`config.mk`:
```
export PLATFORM = sky130hd
export DESIGN_NAME = sc_gpio_port
export DESIGN_NICKNAME = d
export VERILOG_FILES = /design/src/rtl/sc_gpio_pkg.sv /design/src/rtl/sc_gpio_screg.sv /design/src/rtl/sc_gpio_sync.sv /design/src/rtl/sc_gpio_pinmux.sv /design/src/rtl/sc_gpio_port.sv
export SDC_FILE = /design/constraint.sdc
export NUM_CORES = 1
export LEC_CHECK = 0
export ABC_AREA = 1
export BUFFER_PORTS_ARGS = -buffer_cell sky130_fd_sc_hd__buf_2
export CAP_MARGIN = 15
export CELL_PAD_IN_SITES_DETAIL_PLACEMENT = 0
export CELL_PAD_IN_SITES_GLOBAL_PLACEMENT = 1
export CORE_MARGIN = 2
export CORE_UTILIZATION = 41
export CTS_CLUSTER_DIAMETER = 60
export DETAILED_ROUTE_END_ITERATION = 6
export GPL_ROUTABILITY_DRIVEN = 0
export PLACE_DENSITY_LB_ADDON = 0.1
export RECOVER_POWER = 25
export SYNTH_ARGS = -nofsm -noshare
export SYNTH_HDL_FRONTEND = slang
export SYNTH_SLANG_ARGS = --single-unit
```
`constraint.sdc`:
```
create_clock -name clk -period 3.45 [get_ports clk]
set_input_delay 1.035 -clock clk [delete_from_list [all_inputs] [get_ports clk]]
set_output_delay 1.035 -clock clk [all_outputs]
set_load 0.02 [all_outputs]
```
`src/rtl/sc_gpio_pkg.sv`:
```
// Package: shared word indices and field numbering for the set/clear GPIO port.
// Assumes a word-addressed map where the index is the byte address shifted right by 2.
package sc_gpio_pkg;

    localparam int IDX_W = 6;

    // Word indices of the register map (byte address = index * 4)
    localparam logic [IDX_W-1:0] IDX_OWN_SET  = 6'd0;
    localparam logic [IDX_W-1:0] IDX_OWN_CLR  = 6'd1;
    localparam logic [IDX_W-1:0] IDX_OWN_STS  = 6'd2;
    localparam logic [IDX_W-1:0] IDX_OE_SET   = 6'd3;
    localparam logic [IDX_W-1:0] IDX_OE_CLR   = 6'd4;
    localparam logic [IDX_W-1:0] IDX_OE_STS   = 6'd5;
    localparam logic [IDX_W-1:0] IDX_OD_SET   = 6'd6;
    localparam logic [IDX_W-1:0] IDX_OD_CLR   = 6'd7;
    localparam logic [IDX_W-1:0] IDX_OD_STS   = 6'd8;
    localparam logic [IDX_W-1:0] IDX_MD_SET   = 6'd9;
    localparam logic [IDX_W-1:0] IDX_MD_CLR   = 6'd10;
    localparam logic [IDX_W-1:0] IDX_MD_STS   = 6'd11;
    localparam logic [IDX_W-1:0] IDX_PU_EN    = 6'd12;
    localparam logic [IDX_W-1:0] IDX_PU_DIS   = 6'd13;
    localparam logic [IDX_W-1:0] IDX_PU_STS   = 6'd14;
    localparam logic [IDX_W-1:0] IDX_SEL_A    = 6'd15;
    localparam logic [IDX_W-1:0] IDX_SEL_B    = 6'd16;
    localparam logic [IDX_W-1:0] IDX_SEL_STS  = 6'd17;
    localparam logic [IDX_W-1:0] IDX_PIN_DATA = 6'd18;

    // Field numbering: each field occupies three consecutive words
    typedef enum int {
        GRP_OWN   = 0,
        GRP_OE    = 1,
        GRP_OD    = 2,
        GRP_MD    = 3,
        GRP_PUDIS = 4,
        GRP_SELB  = 5
    } grp_e;

    localparam int NGRP = 6;

    // Word index that sets bits of a field (selection field: peripheral B word)
    function automatic logic [IDX_W-1:0] grp_set_idx(input int g);
        if (g == GRP_PUDIS) return IDX_PU_DIS;
        if (g == GRP_SELB)  return IDX_SEL_B;
        return IDX_W'(3 * g);
    endfunction

    // Word index that clears bits of a field
    function automatic logic [IDX_W-1:0] grp_clr_idx(input int g);
        if (g == GRP_PUDIS) return IDX_PU_EN;
        if (g == GRP_SELB)  return IDX_SEL_A;
        return IDX_W'(3 * g + 1);
    endfunction

    // Word index that reads a field back
    function automatic logic [IDX_W-1:0] grp_sts_idx(input int g);
        return IDX_W'(3 * g + 2);
    endfunction

endpackage

```
`src/rtl/sc_gpio_screg.sv`:
```
// Module: one set/clear configuration field.
// Bits written as 1 on the set strobe become 1, bits written as 1 on the clear strobe
// become 0, all others hold. Assumes set and clear never arrive in the same cycle
// (they come from distinct addresses); set wins if they do.
module sc_gpio_screg #(
    parameter int         W       = 32,
    parameter logic [W-1:0] RST_VAL = '0
) (
    input  logic         clk,
    input  logic         rst_n,
    input  logic         set_stb,
    input  logic         clr_stb,
    input  logic [W-1:0] wdata,
    output logic [W-1:0] q
);

    // Field storage with bitwise set/clear update
    always_ff @(posedge clk) begin
        if (!rst_n)       q <= RST_VAL;
        else if (set_stb) q <= q | wdata;
        else if (clr_stb) q <= q & ~wdata;
    end

endmodule

```
`src/rtl/sc_gpio_sync.sv`:
```
// Module: multi-stage synchronizer for the pad input levels.
// Assumes each bit is independent; no bus coherency is promised across bits.
module sc_gpio_sync #(
    parameter int W      = 32,
    parameter int STAGES = 2
) (
    input  logic         clk,
    input  logic         rst_n,
    input  logic [W-1:0] d,
    output logic [W-1:0] q
);

    logic [W-1:0] stage_q [STAGES];

    genvar s;
    generate
        for (s = 0; s < STAGES; s++) begin : g_stage
            if (s == 0) begin : g_first
                // First capture flop of the asynchronous pad levels
                always_ff @(posedge clk) begin
                    if (!rst_n) stage_q[0] <= '0;
                    else        stage_q[0] <= d;
                end
            end else begin : g_next
                // Further resolution stage
                always_ff @(posedge clk) begin
                    if (!rst_n) stage_q[s] <= '0;
                    else        stage_q[s] <= stage_q[s-1];
                end
            end
        end
    endgenerate

    assign q = stage_q[STAGES-1];

endmodule

```
`src/rtl/sc_gpio_pinmux.sv`:
```
// Module: per-pin output multiplexer.
// A port-owned pin drives from its own direction/data with optional open-drain; a pin
// given away drives from peripheral A or B. Assumes all inputs are registered upstream.
module sc_gpio_pinmux #(
    parameter int W = 32
) (
    input  logic [W-1:0] own,
    input  logic [W-1:0] sel_b,
    input  logic [W-1:0] oe,
    input  logic [W-1:0] od,
    input  logic [W-1:0] md,
    input  logic [W-1:0] a_oe,
    input  logic [W-1:0] a_out,
    input  logic [W-1:0] b_oe,
    input  logic [W-1:0] b_out,
    output logic [W-1:0] pin_oe,
    output logic [W-1:0] pin_out
);

    genvar i;
    generate
        for (i = 0; i < W; i++) begin : g_pin
            logic port_oe;
            logic port_out;

            // Port-side drive: open-drain pins only pull low
            always_comb begin
                if (md[i]) begin
                    port_oe  = oe[i] & ~od[i];
                    port_out = 1'b0;
                end else begin
                    port_oe  = oe[i];
                    port_out = od[i];
                end
            end

            // Ownership selection between port, peripheral A and peripheral B
            always_comb begin
                if (own[i]) begin
                    pin_oe[i]  = port_oe;
                    pin_out[i] = port_out;
                end else if (sel_b[i]) begin
                    pin_oe[i]  = b_oe[i];
                    pin_out[i] = b_out[i];
                end else begin
                    pin_oe[i]  = a_oe[i];
                    pin_out[i] = a_out[i];
                end
            end
        end
    endgenerate

endmodule

```
`src/rtl/sc_gpio_port.sv`:
```
// Module: top of the set/clear GPIO port controller.
// Decodes the register bus into set/clear strobes for six fields, muxes the pads and
// returns registered read data. Assumes one access per cycle and bus_addr[1:0] == 0.
module sc_gpio_port
    import sc_gpio_pkg::*;
#(
    parameter int NPINS = 32,
    parameter int AW    = 8
) (
    input  logic             clk,
    input  logic             rst_n,
    input  logic [AW-1:0]    bus_addr,
    input  logic             bus_wr_en,
    input  logic [NPINS-1:0] bus_wr_data,
    input  logic             bus_rd_en,
    output logic [NPINS-1:0] bus_rd_data,
    input  logic [NPINS-1:0] per_a_oe,
    input  logic [NPINS-1:0] per_a_out,
    input  logic [NPINS-1:0] per_b_oe,
    input  logic [NPINS-1:0] per_b_out,
    input  logic [NPINS-1:0] pad_in,
    output logic [NPINS-1:0] pad_oe,
    output logic [NPINS-1:0] pad_out,
    output logic [NPINS-1:0] pad_pu
);

    localparam int WORD_AW = AW - 2;

    logic [IDX_W-1:0] word_idx;
    logic [NPINS-1:0] grp_q [NGRP];
    logic [NPINS-1:0] own_q;
    logic [NPINS-1:0] md_q;
    logic [NPINS-1:0] pin_sync;
    logic [NPINS-1:0] rd_next;

    // Word index from the byte address
    always_comb begin
        word_idx = '0;
        word_idx[WORD_AW-1:0] = bus_addr[AW-1:2];
    end

    genvar g;
    generate
        for (g = 0; g < NGRP; g++) begin : g_field
            logic set_stb;
            logic clr_stb;

            // Strobe decode for this field's set and clear words
            always_comb begin
                set_stb = bus_wr_en && (word_idx == grp_set_idx(g));
                clr_stb = bus_wr_en && (word_idx == grp_clr_idx(g));
            end

            sc_gpio_screg #(
                .W       (NPINS),
                .RST_VAL ((g == GRP_OWN) ? {NPINS{1'b1}} : {NPINS{1'b0}})
            ) field_i (
                .clk     (clk),
                .rst_n   (rst_n),
                .set_stb (set_stb),
                .clr_stb (clr_stb),
                .wdata   (bus_wr_data),
                .q       (grp_q[g])
            );
        end
    endgenerate

    assign own_q = grp_q[GRP_OWN];
    assign md_q  = grp_q[GRP_MD];

    sc_gpio_sync #(
        .W      (NPINS),
        .STAGES (2)
    ) sync_i (
        .clk   (clk),
        .rst_n (rst_n),
        .d     (pad_in),
        .q     (pin_sync)
    );

    sc_gpio_pinmux #(
        .W (NPINS)
    ) mux_i (
        .own     (grp_q[GRP_OWN]),
        .sel_b   (grp_q[GRP_SELB]),
        .oe      (grp_q[GRP_OE]),
        .od      (grp_q[GRP_OD]),
        .md      (grp_q[GRP_MD]),
        .a_oe    (per_a_oe),
        .a_out   (per_a_out),
        .b_oe    (per_b_oe),
        .b_out   (per_b_out),
        .pin_oe  (pad_oe),
        .pin_out (pad_out)
    );

    // Pull-up drive is the inverse of the stored disable field
    assign pad_pu = ~grp_q[GRP_PUDIS];

    // Read selection: status words and pin data, zero elsewhere
    always_comb begin
        rd_next = '0;
        for (int k = 0; k < NGRP; k++) begin
            if (word_idx == grp_sts_idx(k)) rd_next = grp_q[k];
        end
        if (word_idx == IDX_PIN_DATA) rd_next = pin_sync;
    end

    // Registered read data, loaded only on a read strobe
    always_ff @(posedge clk) begin
        if (!rst_n)         bus_rd_data <= '0;
        else if (bus_rd_en) bus_rd_data <= rd_next;
    end

endmodule

```
**Word level (Yosys, flattened, before mapping)**

Memories as Yosys holds them, arrays and structs flattened.
Cells that the tools add are included.

- Multiplexer cells: 215
- Bitwise operators: 80
- Reduce and logical (&&, ||, !) cells: 19
- Equality and inequality tests: 18

Operator list:

| cell | number |
|---|---|
| $mux 32 | 21 |
| $mux 1 | 194 |
| $and 32x32->32 | 6 |
| $or 32x32->32 | 6 |
| $not 32->32 | 2 |
| $eq 6x4->1 const B | 8 |
| $and 1x1->1 | 32 |
| $not 1->1 | 32 |
| $eq 6x3->1 const B | 4 |
| $eq 6x5->1 const B | 3 |
| $eq 6x2->1 const B | 2 |
| $logic_and 1x1->1 | 12 |
| $reduce_bool 2->1 | 6 |
| $eq 6x1->1 const B | 1 |
| $logic_not 6->1 | 1 |
| $or 1x1->1 | 2 |

- Input bits: 204
- Output and inout port bits: 128
- Logic and storage cells: 340
- Bits in writable memories: 64
- Memories kept: 1
- Bits in registers: 224

Memory list:

| name | words | width | rd ports | clocked after memory_dff | write ports | line | text |
|---|---|---|---|---|---|---|---|
| sync_i.stage_q | 2 | 32 | 2 | 0 | 2 | sc_gpio_sync.sv:13 | `logic [W-1:0] stage_q [STAGES];` |

**Depth between registers and ports, before layout**

Gate-level depths: netlist (run 1).

- Word-level depth: 8
- Depth in mapped cells: 10
- Mapped depth without buffers: 9

**Hierarchy**

From an unflattened synthesis (run 1), not the netlist that was laid out.

- Cell total of the unflattened synthesis: 2432
- Area total of the unflattened synthesis: 15568.7 um2

By module, submodules not included:

| module | cells each | times used | sequential area each (um2) | area an instance (um2) |
|---|---|---|---|---|
| sc_gpio_screg (g_field[1].field_i ...) | 170 | 5 | 640.6 | 1348.8 |
| sc_gpio_port | 637 | 1 | 640.6 | 3398.3 |
| sc_gpio_pinmux | 572 | 1 | 0.0 | 2282.2 |
| sc_gpio_sync | 199 | 1 | 1281.2 | 1840.5 |
| sc_gpio_screg (g_field[0].field_i) | 174 | 1 | 640.6 | 1303.8 |

**Worst setup path before layout (run 1)**

Ideal clock, no wire load.

- Kind: input to output
- Start point: input per_b_oe[0]
- End point: output pad_oe[0]
- Stages on the path: 2
- Data required time: 2415 ps
- Setup slack: 851 ps
- Path buffers: 0
- Data arrival time: 1564 ps
- Cell sequence: mux2i_1 -> o21ai_0

- Word-level cells in the longest chain between the ends: 2

Ends and longest elaborated chain:

| element | line | text |
|---|---|---|
| start, declared | sc_gpio_port.sv:19 | `input logic [NPINS-1:0] per_b_oe,` |
| $mux 1 | sc_gpio_pinmux.sv:42 | `end else if (sel_b[i]) begin` |
| $mux 1 | sc_gpio_pinmux.sv:39 | `if (own[i]) begin` |
| end, declared | sc_gpio_port.sv:22 | `output logic [NPINS-1:0] pad_oe,` |

Every way passes these cells.

==> impl_metrics.yaml, run 1 <==
outcome:
  status: "finished, violations left"
  violations: "max-capacitance violations, max-slew violations"
hold_path:
  hp-class: "flip-flop to flip-flop"
timing:
  hold_violations: 0
  worst_pin_slew_ps: 1920
  fmax_mhz: 332
  holdWs_ps: 409
  fin_crit_sh_pct: 87.4
  slew_headroom_pct: -28.2
  drv_slew: 160
  tns_ps: 0
  grt_setup_unrepaired: "false"
  setup_viol: 0
  clock_skew_ps: 17.5
  period_needed_ps: 3010
global_routing:
  grt_start_max_net_pins: 160
  antenna_found_initial: 8
  grt_pass1_vias: 13100
  grt.overflow.total: 0
  grt_use_total_pct: 28.5
  grt_pass1_wl_mm: 75.4
placed_design:
  portBuffers: 329
  detailed_place_hpwl_mm: 32.6
synth:
  synth_top_cell_by_area: "dfxtp_1"
  netlist.area_leader.share_pct: 42.9
  ys_ff_latch: 288
  synth.net_count: 2063
  synth_warnings: 0
  synth_area_leaders: "dfxtp_1 43%, o21ai_0 9.5%, nand2_1 8.4%, a21oi_1 8.3%, nand3_1 6.0%"
  syn-cell-area_um2: 13400
  avgSynthCellArea_um2: 7.23
  yosysSeqAreaShare_pct: 42.9
  synth_cell_type_count: 22
  synthCells: 1859
drt:
  drt_iter0_markers: 1241
  drc: 0
  num_vias: 14300
  drt-pass1-iter-count: 6
  wire_per_inst_um: 19.0
  ant_nets: 0
  vias_per_cell: 5.44
  wl_mm: 49.9
clocking:
  post_cts_buffers: 0
  cts_inserted_buffers: 35
  cts_root_buf: "clkbuf_16"
  cts_tree: "yes"
  cts.sinks: 288
  ctsHtreeMaxLevel: 2
  max-clock-path-buffers: 3
  clk_pin_slew_ps: 60
  cts-resized-gates: 0
  clock_latency_ps: 510
  ctsHoldBuffers: 0
worst_setup_path:
  critPathSlowestCell: "nand2_1"
  critPathLaunchType: "input port"
  path_common_cell: "nor2_1"
  crit_arrival_ps: 3370
  end_kind: "flip-flop"
  path_cells: "clkbuf_1 -> clkinv_1 -> nor2_1 -> nand2_1 -> nor2_1 -> inv_1 -> buf_4 -> o21ai_0 -> a21oi_1"
  required_ps: 3810
  crit_fanout: 23
  max_stage_delay_ps: 470
  crit_type: "input port to flip-flop"
power_and_ir_drop:
  intPower_uw: 5640
  leakage_uw: 0.00685
  power_uw: 7440
  power_frac_seq_pct: 45.7
  pwr-share-comb_pct: 7.2
  p_clk_share_pct: 47.1
  power_density_nw_per_um2: 446
  power.net_switching_uw: 1800
  netSwitchingFraction_pct: 24.2
  ir_drop_mv: 0.303
die:
  rows: 66
  core_um2: 32400
  die-area_um2: 34200
  fp.dieW_um: 185
  die_h_um: 185
  start_util_pct: 41.5
  num_io_pins: 332
final_layout:
  final_nets: 2357
  num-fill-cells: 3299
  drive_above_1_share_pct: 18.8
  syn_to_final_growth_pct: 24.3
run:
  maxCapViolCount: 1
-- synthesized netlist by cell type (all sizes together) --
cell type,instances
dfxtp,288
buf,27
nand2,299
nor3,3
inv,203
nand4,67
nor4,1
nand3,160
o21ai,255
mux2i,64
clkbuf,91
nor2,112
a31oi,1
o311a,31
a21oi,224
and3,1
o211ai,32
-- metrics by stage --
step	util (%)	setup WS [ps]	instances	cell area (µm²)
after detailed placement	48.4	492	2558	15700
final	51.6	435	2623	16700
after floorplan	-	851	1859	13400
after global routing	51.6	284	2622	16700
after global placement	48.4	529	2558	15700
after CTS	51.8	582	2619	16800
-- kinds of logic (layout without fill, tap and decap cells) --
logic type	Yosys count	count (layout)	synth area share (%)
buffers and inverters	321	639	9.20
AND/OR/NAND/NOR	643	643	21.1
other	0	4	0
multiplexers	64	64	4.77
AO/OA/AOI/OAI	543	543	22.0
flip-flops	288	288	42.9
-- routing by layer --
| metal | up-vias | global-route usage [%] | share of wire (%) |
|---|---|---|---|
| met5 | - | 0 | 0.094 |
| met4 | 8 | 10.5 | 3.3 |
| met3 | 116 | 5.66 | 8.2 |
| met2 | 586 | 47.3 | 46 |
| met1 | 6631 | 36.8 | 42 |
| li1 | 6935 | - | - |
-- placed cells by master, fill, tap and decap left out, types with 9 or more instances in the layout --
cell type | netlist | layout
a21oi_1 | 224 | 224
buf_2 | 25 | 293
buf_4 | 0 | 38
clkbuf_1 | 91 | 46
clkbuf_16 | 0 | 35
clkbuf_8 | 0 | 10
dfxtp_1 | 288 | 288
inv_1 | 198 | 197
mux2i_1 | 64 | 64
nand2_1 | 299 | 297
nand3_1 | 160 | 160
nand4_1 | 67 | 67
nor2_1 | 104 | 103
nor2_4 | 3 | 9
o211ai_1 | 32 | 32
o21ai_0 | 255 | 255
o311a_1 | 31 | 31
-- critical path: cells and delay by family --
kind                   cells  cell delay, ps
AOI/OAI and AO/OA          2             320
and+or+nand+nor            3             970
buffers and inverters      4            1020
-- final cells by class --
cell class	count	area, µm²	share of cell area [%]
inverter	203	764	4.58
timing repair buffer	375	2030	12.2
tap	442	553	3.31
multi-input combinational	1250	6480	38.8
clock inverter	6	37.5	0.225
sequential	288	5770	34.5
antenna	4	10.0	0.0599
clock buffer	55	1050	6.29
-- power groups by stage --
stage | Sequential (µW) | Clock [µW] | Combinational [µW]
final | 3400 | 3500 | 539
after global routing | 3410 | 3700 | 592
after CTS | 3400 | 3560 | 540
after detailed placement | 3470 | 0 | 539
after global placement | 3470 | 0 | 531
after floorplan | 3470 | 0 | 255
-- path summary, 6_finish.rpt --
| check | start | cells past startpoint | slack [ps] | end |
|---|---|---|---|---|
| worst max register to register | flip-flop | 6 | 2280 | bus_rd_data[3] |
| worst min-delay path | sync_i.stage_q[0][18] | 2 | 410 | sync_i.stage_q[1][18] |
| worst min register to register | sync_i.stage_q[0][18] | 2 | 410 | sync_i.stage_q[1][18] |
| worst max-delay path | bus_addr[3] | 9 | 440 | flip-flop |
(Power assumes the default switching activity.)
==> run 2: changes to the inputs <==
--- a/config.mk
+++ b/config.mk
@@ -15,7 +15,7 @@
 export CTS_CLUSTER_DIAMETER = 60
 export DETAILED_ROUTE_END_ITERATION = 6
 export GPL_ROUTABILITY_DRIVEN = 0
-export PLACE_DENSITY_LB_ADDON = 0.1
+export PLACE_DENSITY_LB_ADDON = 0.15
 export RECOVER_POWER = 25
 export SYNTH_ARGS = -nofsm -noshare
 export SYNTH_HDL_FRONTEND = slang
==> run 2 against run 1 <==
  * The flow still finishes with violations (max-capacitance violations, max-slew violations)
  * Register-to-register slack better by 40 ps
  * Design area up 0.70%
  * Count of clock-buffer cells in the layout down 9
  * Highest routed layer unchanged
==> impl_metrics.yaml, run 2 (synthesized netlist as in run 1, its figures left out) <==
global_routing:
  grt_start_max_net_pins: 160
  grt_pass1_wl_mm: 74.5
  grt_use_total_pct: 28.3
  antenna_found_initial: 4
  grt_pass1_vias: 13000
  grt.overflow.total: 0
clocking:
  cts_tree: "yes"
  ctsHoldBuffers: 0
  clock_latency_ps: 510
  cts_root_buf: "clkbuf_16"
  ctsHtreeMaxLevel: 2
  max-clock-path-buffers: 3
  cts-resized-gates: 0
  cts.sinks: 288
  cts_inserted_buffers: 35
  clk_pin_slew_ps: 60
  post_cts_buffers: 0
timing:
  tns_ps: 0
  grt_setup_unrepaired: "false"
  drv_slew: 160
  hold_violations: 0
  period_needed_ps: 2830
  setup_viol: 0
  worst_pin_slew_ps: 1840
  slew_headroom_pct: -22.7
  fin_crit_sh_pct: 82.1
  clock_skew_ps: 9.31
  fmax_mhz: 353
drt:
  wire_per_inst_um: 19.0
  drt-pass1-iter-count: 5
  num_vias: 14200
  wl_mm: 49.7
  vias_per_cell: 5.42
  ant_nets: 0
  drc: 0
  drt_iter0_markers: 1089
hold_path:
  hold-path-cell-count: 2
  hp-class: "flip-flop to flip-flop"
  holdPathEnd: "sync_i.stage_q[1][21]"
  hold_start: "sync_i.stage_q[0][21]"
power_and_ir_drop:
  power_density_nw_per_um2: 465
  pwr-share-comb_pct: 6.9
  power.net_switching_uw: 1860
  intPower_uw: 5960
  power_frac_seq_pct: 43.5
  p_clk_share_pct: 49.6
  netSwitchingFraction_pct: 23.8
  leakage_uw: 0.00692
  ir_drop_mv: 0.278
run:
  maxCapViolCount: 1
worst_setup_path:
  critPathLaunchType: "input port"
  crit_type: "input port to output pin"
  rr_endpoint: "bus_rd_data[6]"
  reg2reg_slack_ps: 2320
  rr_worst_depth: 6
  end_kind: "output pin"
  crit_arrival_ps: 1800
  required_ps: 2410
  crit_fanout: 1
outcome:
  violations: "max-capacitance violations, max-slew violations"
  status: "finished, violations left"
final_layout:
  final_nets: 2349
  drive_above_1_share_pct: 19.4
  final_util_pct: 52.0
  final_common_cell: "buf_2"
  syn_to_final_growth_pct: 25.2
  num-fill-cells: 3205
  layout_common_cells: "305 x buf_2, 296 x nand2_1, 288 x dfxtp_1"
die:
  die-area_um2: 34200
  core_um2: 32400
  start_util_pct: 41.5
  die_h_um: 185
  fp.dieW_um: 185
  num_io_pins: 332
  rows: 66
placed_design:
  portBuffers: 329
  detailed_place_hpwl_mm: 32.2
[run 2: cell count changes in the layout (fill, tap and decap cells not counted), sizes merged]
cell | previous run | this run
clkbuf | 92 | 71
diode | 4 | 1
buf | 338 | 342
clkinvlp | 0 | 2
bufinv | 0 | 5
clkinv | 5 | 9
[run 2: area by class of cell]
cell class / instances / area [µm²] / area share [%]
Multi-Input combinational cell: 1250 / 6490 / 38.6
Inverter: 203 / 764 / 4.55
Tap cell: 442 / 553 / 3.29
Antenna cell: 1 / 2.50 / 0.0149
Timing Repair Buffer: 367 / 2030 / 12.1
Clock buffer: 46 / 990 / 5.88
Sequential cell: 288 / 5770 / 34.3
Clock inverter: 17 / 223 / 1.32
[run 2: critical path, stage by stage]
cell and delay, ps:
buf_2 100, mux2i_1 280, o21ai_0 190, buf_2 200
[run 2: worst max-delay path by stage]
stage | from | end | slack (ps) | cells past startpoint
2_1_floorplan | per_b_oe[0] | pad_oe[0] | 850 | 2
3_3_place_gp | bus_addr[7] | bus_rd_data[14] | 590 | 11
3_5_place_dp | bus_addr[5] | flip-flop | 550 | 9
4_1_cts | per_b_out[11] | pad_out[11] | 630 | 4
5_1_grt | rst_n | flip-flop | 520 | 4
6_report | per_b_oe[11] | pad_oe[11] | 620 | 4
[run 2: metrics by stage]
stage / hold WS [ps] / std cells / total power [µW] / instance area (µm²) / worst slack [ps]
2_1_floorplan: 390 / 1859 / 3730 / 13400 / 851
3_3_place_gp: 393 / 2550 / 4000 / 15700 / 590
3_5_place_dp: 395 / 2550 / 4010 / 15700 / 551
4_1_cts: 407 / 2613 / 7860 / 16900 / 632
5_1_grt: 424 / 2613 / 8060 / 16800 / 524
6_report: 407 / 2614 / 7810 / 16800 / 618
[run 2: power by group through the flow]
stage | registers (µW) | clock network [µW] | logic [µW]
after floorplan | 3470 | 0 | 255
after global placement | 3470 | 0 | 526
after detailed placement | 3470 | 0 | 533
after CTS | 3400 | 3920 | 535
after global routing | 3400 | 4070 | 589
final | 3400 | 3880 | 538
[run 2: routing by layer]
metal	part of all wire [%]	routed length (µm)	track usage, %
met1	43	21200	37.6
met4	3.1	1540	10.0
met2	46	22800	45.9
met3	8.2	4080	5.23
met5	0.079	39	0
